--- config.mk ---
export PLATFORM = sky130hd
export DESIGN_NAME = tgt_traffic_counter
export DESIGN_NICKNAME = d
export VERILOG_FILES = /design/src/rtl/tgt_traffic_pkg.sv /design/src/rtl/tgt_qual_ctrl.sv /design/src/rtl/tgt_count_dpath.sv /design/src/rtl/tgt_traffic_counter.sv
export SDC_FILE = /design/constraint.sdc
export NUM_CORES = 1
export LEC_CHECK = 0
export CAP_MARGIN = 20
export CORE_UTILIZATION = 50
export CTS_CLUSTER_SIZE = 24
export DETAILED_ROUTE_END_ITERATION = 7
export GPL_TIMING_DRIVEN = 1
export PLACE_DENSITY = 0.74
export SETUP_SLACK_MARGIN = 0.2
export SLEW_MARGIN = 15
export SYNTH_ARGS = -nofsm -noshare
export SYNTH_HDL_FRONTEND = slang
export SYNTH_SLANG_ARGS = --single-unit
--- constraint.sdc ---
create_clock -name clk -period 3.5 [get_ports clk]
set_input_delay 0.7 -clock clk [delete_from_list [all_inputs] [get_ports clk]]
set_output_delay 0.7 -clock clk [all_outputs]
set_load 0.01 [all_outputs]
--- src/rtl/tgt_traffic_pkg.sv ---
package tgt_traffic_pkg;
  // Per-cycle strobes from qualification control to the counter datapath.
  typedef struct packed {
    logic countRd;
    logic countWr;
  } cntStrobe_t;

  // Readout select codes.
  localparam logic [2:0] SEL_RD_REQ   = 3'd0;
  localparam logic [2:0] SEL_WR_REQ   = 3'd1;
  localparam logic [2:0] SEL_RD_BYTES = 3'd2;
  localparam logic [2:0] SEL_WR_BYTES = 3'd3;
  localparam logic [2:0] SEL_CYCLES   = 3'd4;

  // Configuration select codes.
  localparam logic [1:0] CFG_PORT_MASK = 2'd0;
  localparam logic [1:0] CFG_FILT_EN   = 2'd1;
  localparam logic [1:0] CFG_BASE      = 2'd2;
  localparam logic [1:0] CFG_MASK      = 2'd3;
endpackage

--- src/rtl/tgt_qual_ctrl.sv ---
module tgt_qual_ctrl
  import tgt_traffic_pkg::*;
#(
  parameter int NUM_PORTS = 8,
  parameter int ADDR_W    = 40,
  localparam int PORT_W   = $clog2(NUM_PORTS)
) (
  input  logic              clk,
  input  logic              rstN,
  input  logic              cfgWe,
  input  logic [1:0]        cfgSel,
  input  logic [ADDR_W-1:0] cfgWdata,
  input  logic              txnValid,
  input  logic              txnWrite,
  input  logic [ADDR_W-1:0] txnAddr,
  input  logic [PORT_W-1:0] txnPort,
  input  logic              txnCxl,
  output cntStrobe_t        stb
);
  logic [NUM_PORTS-1:0] portMask;
  logic                 filtEn;
  logic [ADDR_W-1:0]    addrBase;
  logic [ADDR_W-1:0]    addrMask;

  always_ff @(posedge clk) begin
    if (!rstN) begin
      portMask <= '1;
      filtEn   <= 1'b0;
      addrBase <= '0;
      addrMask <= '0;
    end else if (cfgWe) begin
      case (cfgSel)
        CFG_PORT_MASK: portMask <= cfgWdata[NUM_PORTS-1:0];
        CFG_FILT_EN:   filtEn   <= cfgWdata[0];
        CFG_BASE:      addrBase <= cfgWdata;
        default:       addrMask <= cfgWdata;
      endcase
    end
  end

  logic addrHit;
  logic portHit;
  logic qualified;

  always_comb begin
    addrHit   = (txnAddr & addrMask) == (addrBase & addrMask);
    portHit   = !txnCxl && portMask[txnPort];
    qualified = txnValid && (filtEn ? addrHit : portHit);
    stb.countRd = qualified && !txnWrite;
    stb.countWr = qualified && txnWrite;
  end
endmodule

--- src/rtl/tgt_count_dpath.sv ---
module tgt_count_dpath
  import tgt_traffic_pkg::*;
#(
  parameter int CNT_W = 32,
  parameter int LEN_W = 12
) (
  input  logic             clk,
  input  logic             rstN,
  input  cntStrobe_t       stb,
  input  logic [LEN_W-1:0] txnLen,
  input  logic [2:0]       rdSel,
  output logic [CNT_W-1:0] cntRdReq,
  output logic [CNT_W-1:0] cntWrReq,
  output logic [CNT_W-1:0] cntRdBytes,
  output logic [CNT_W-1:0] cntWrBytes,
  output logic [CNT_W-1:0] cntCycles,
  output logic [CNT_W-1:0] rdData
);
  localparam int PAD_W = CNT_W - LEN_W;
  logic [CNT_W-1:0] lenExt;
  assign lenExt = {{PAD_W{1'b0}}, txnLen};

  always_ff @(posedge clk) begin
    if (!rstN) begin
      cntRdReq   <= '0;
      cntWrReq   <= '0;
      cntRdBytes <= '0;
      cntWrBytes <= '0;
      cntCycles  <= '0;
    end else begin
      cntCycles <= cntCycles + 1'b1;
      if (stb.countRd) begin
        cntRdReq   <= cntRdReq + 1'b1;
        cntRdBytes <= cntRdBytes + lenExt;
      end
      if (stb.countWr) begin
        cntWrReq   <= cntWrReq + 1'b1;
        cntWrBytes <= cntWrBytes + lenExt;
      end
    end
  end

  always_comb begin
    case (rdSel)
      SEL_RD_REQ:   rdData = cntRdReq;
      SEL_WR_REQ:   rdData = cntWrReq;
      SEL_RD_BYTES: rdData = cntRdBytes;
      SEL_WR_BYTES: rdData = cntWrBytes;
      SEL_CYCLES:   rdData = cntCycles;
      default:      rdData = '0;
    endcase
  end
endmodule

--- src/rtl/tgt_traffic_counter.sv ---
module tgt_traffic_counter
  import tgt_traffic_pkg::*;
#(
  parameter int NUM_PORTS = 8,
  parameter int ADDR_W    = 40,
  parameter int LEN_W     = 12,
  parameter int CNT_W     = 32,
  localparam int PORT_W   = $clog2(NUM_PORTS)
) (
  input  logic              clk,
  input  logic              rstN,
  input  logic              cfgWe,
  input  logic [1:0]        cfgSel,
  input  logic [ADDR_W-1:0] cfgWdata,
  input  logic              txnValid,
  input  logic              txnWrite,
  input  logic [LEN_W-1:0]  txnLen,
  input  logic [ADDR_W-1:0] txnAddr,
  input  logic [PORT_W-1:0] txnPort,
  input  logic              txnCxl,
  input  logic [2:0]        rdSel,
  output logic [CNT_W-1:0]  rdData
);
  cntStrobe_t       stb;
  logic [CNT_W-1:0] cntRdReq;
  logic [CNT_W-1:0] cntWrReq;
  logic [CNT_W-1:0] cntRdBytes;
  logic [CNT_W-1:0] cntWrBytes;
  logic [CNT_W-1:0] cntCycles;

  tgt_qual_ctrl #(.NUM_PORTS(NUM_PORTS), .ADDR_W(ADDR_W)) u_ctrl (
    .clk(clk), .rstN(rstN), .cfgWe(cfgWe), .cfgSel(cfgSel), .cfgWdata(cfgWdata),
    .txnValid(txnValid), .txnWrite(txnWrite), .txnAddr(txnAddr),
    .txnPort(txnPort), .txnCxl(txnCxl), .stb(stb)
  );

  tgt_count_dpath #(.CNT_W(CNT_W), .LEN_W(LEN_W)) u_dpath (
    .clk(clk), .rstN(rstN), .stb(stb), .txnLen(txnLen), .rdSel(rdSel),
    .cntRdReq(cntRdReq), .cntWrReq(cntWrReq), .cntRdBytes(cntRdBytes),
    .cntWrBytes(cntWrBytes), .cntCycles(cntCycles), .rdData(rdData)
  );
endmodule

==> impl_metrics.yaml <==
status:
  status: "finished with violations"
  violations: "design-rule violations"
setup_path:
  r2r_cells: 11
  crit_arrival_ns: 2.61
  crit_required_ns: 2.80
  r2r_end: "u_dpath.cntWrBytes[20]$_SDFFE_PN0P_"
  worst-r2r-setup-slack_ns: 0.70
  critPathMaxFanout: 31
  regToRegStartpoint: "u_dpath.cntWrBytes[0]$_SDFFE_PN0P_"
  endpoint_kind: "primary output"
  start_kind: "input port"
  worstSetupPathType: "in -> out"
pwr:
  leakage_nw: 5.84
  ir_drop_mv: 0.315
  p_per_area_nw_per_um2: 406
synth:
  synth_commonest_cells: "313 x nand2_1, 249 x dfxtp_1, 156 x a21oi_1"
  ys_seq_area_share_pct: 37.2
  syn_inst: 1650
  synth_warnings: 0
  mappedNetlistArea_um2: 13400
  synth_edf_count: 0
  synth_area_leader_cell: "dfxtp_1"
  synthArstFlopShare_pct: 0
  synth_top_area_share_pct: 37.2
  synth.distinct_cells: 60
  synth_area_leaders: "dfxtp_1 37%, nand2_1 8.8%, mux2i_1 7.1%"
  ys.flop_type: "dfxtp_1"
  yosysMostFrequentCell: "nand2_1"
  synth_seq_cells: 249
  synth.avg_cell_area_um2: 8.13
  synth_fp_nets: 1785
finish:
  fin_nets: 1885
  fillerInstances: 2220
  fin_cells: 2102
  drive_gt1_share_pct: 6.34
  area_growth_pct: 20.5
  final_cell_area_um2: 16200
  diodes: 0
floorplan:
  rows: 59
  die_height_um: 166
  die_area_um2: 27500
  ios: 138
  dieWidth_um: 166
  initial_core_util_pct: 51.2
  core_area_um2: 26200
place:
  dpl.cell_count: 2056
  port_buffers: 137
  place_hpwl_mm: 26.5
  gp_congestion: 0.861
  placed_area_um2: 15300
global_routing:
  antenna_found_initial: 0
  gr-total-overflow: 0
  grt_max_degree: 92
  grt_pass1_vias: 11800
  grt_usage_pct: 26.9
  grt_pass1_wl_mm: 60.8
sta:
  relSlewSlack_pct: 43.3
  finalCriticalPeriod_ns: 3.31
  fin_skew_ns: 0.0203
  slew_viol_final: 0
  hold_viol: 0
  period_share_pct: 94.6
  tightest_slew_ns: 0.851
  setup_viol: 0
  max_freq_mhz: 302
  setup_tns_ns: 0
  holdWs_ns: 0.455
  rsz0062_at_grt: "yes"
routing:
  vias: 12800
  drc_errors: 5
  via_per_inst: 6.09
  drtPass1Iterations: 8
  wire_per_inst_um: 18.0
  drt_iter0_drc: 1506
  ant_nets: 0
  wl_mm: 37.8
clock_network:
  clk_path_buf_depth: 3
  cts_htree_levels: 1
  post_cts_buffers: 0
  cts.sinks: 249
  clk_latency_ns: 0.56
  cts_root_buffer: "clkbuf_16"
  cts_buffers: 27
  cts_tree: "built"
  clkSlewWorstSetupHoldPaths_ns: 0.06
hold_path:
  min_from: "u_ctrl.addrMask[37]$_SDFFE_PN0P_"
  hold_class: "reg -> reg"
  holdPathEnd: "u_ctrl.addrMask[37]$_SDFFE_PN0P_"
  hold_depth: 2
job:
  max-cap-violations: 0
-- area by class of cell --
| type | count | area [um2] | area share, % |
|---|---|---|---|
| Multi-Input combinational cell | 1272 | 7960 | 49.2 |
| Sequential cell | 249 | 4980 | 30.8 |
| Tap cell | 335 | 419 | 2.59 |
| Clock inverter | 7 | 103 | 0.634 |
| Timing Repair Buffer | 181 | 1820 | 11.2 |
| Inverter | 19 | 73.8 | 0.457 |
| Clock buffer | 39 | 811 | 5.01 |
-- kinds of logic (layout without fill, tap and decap cells) --
family	after synthesis	count (layout)	share of synthesized area [%]
flip-flops	249	249	37.2
AND/OR/NAND/NOR	706	706	26.3
AO/OA/AOI/OAI	360	360	17.1
XOR/XNOR	78	78	5.09
multiplexers	99	99	7.73
buffers and inverters	129	246	3.80
adder cells (fa/ha/maj)	29	29	2.82
-- registers in the layout (all words and copies together) (netlist names) --
signal / cells
u_ctrl.addrBase: 40
u_ctrl.addrMask: 40
u_dpath.cntCycles: 32
u_dpath.cntRdBytes: 32
u_dpath.cntRdReq: 32
u_dpath.cntWrBytes: 32
u_dpath.cntWrReq: 32
u_ctrl.portMask: 8
u_ctrl.filtEn: 1
-- layout by cell type (no fill, tap or decap), types with 36 or more instances in the layout --
master / synthesis / routed
nand2b_1: 60 / 60
nand4_1: 42 / 42
xor2_1: 60 / 60
nor2_1: 53 / 52
clkdlybuf4s50_1: 0 / 134
nand2_1: 313 / 313
o31ai_1: 40 / 40
a21oi_1: 156 / 156
dfxtp_1: 249 / 249
mux2i_1: 95 / 95
or4_1: 36 / 36
o21ai_0: 59 / 59
nand3_1: 73 / 73
-- per-stage QoR --
stage | power, mW | utilization (%) | worst slack, ns
final | 6.56 | 61.7 | 0.191
after global routing | 6.78 | 61.7 | 0.0894
after CTS | 6.59 | 61.7 | 0.201
after detailed placement | 3.68 | 58.2 | -0.118
after global placement | 3.66 | 58.2 | -0.126
after floorplan | 3.37 | - | 0.632
-- metal layers --
metal  GRT usage (%)  up-vias  share of wire (%)
li1                -     6169                  -
met1            37.1     6091                 44
met2            43.2      474                 46
met3            4.08       70                7.2
met4            8.33        0                2.8
met5               0        -                  0
-- worst max path at each step --
stage	startpoint	end	slack, ns
2_1_floorplan	txnLen[0]	u_dpath.cntRdBytes[16]$_SDFFE_PN0P_	0.63
3_3_place_gp	txnLen[0]	u_dpath.cntWrBytes[20]$_SDFFE_PN0P_	-0.13
3_5_place_dp	txnLen[0]	u_dpath.cntWrBytes[20]$_SDFFE_PN0P_	-0.12
4_1_cts	rdSel[2]	rdData[28]	0.20
5_1_grt	rdSel[2]	rdData[28]	0.09
6_report	rdSel[2]	rdData[28]	0.19
-- power by group --
group | total (mW) | internal, mW | switching, mW
clock | 2.93 | 1.75 | 1.19
combinational | 0.698 | 0.307 | 0.391
sequential | 2.93 | 2.89 | 0.0417
-- critical path, cell delays in order --
cell and delay [ns]:
clkdlybuf4s50_1 0.50, nor3b_4 0.23, buf_12 0.21, nand2_1 0.07, o21ai_0 0.17, a221o_1 0.18
clkdlybuf4s50_1 0.53
-- what timing repair did --
action | 4_1_cts | 5_1_grt
gates resized for setup | 1 | 2
hold buffers | 0 | 0
setup endpoints to repair | 30 | 31
No activity file was read; power rests on OpenSTA's default activity.
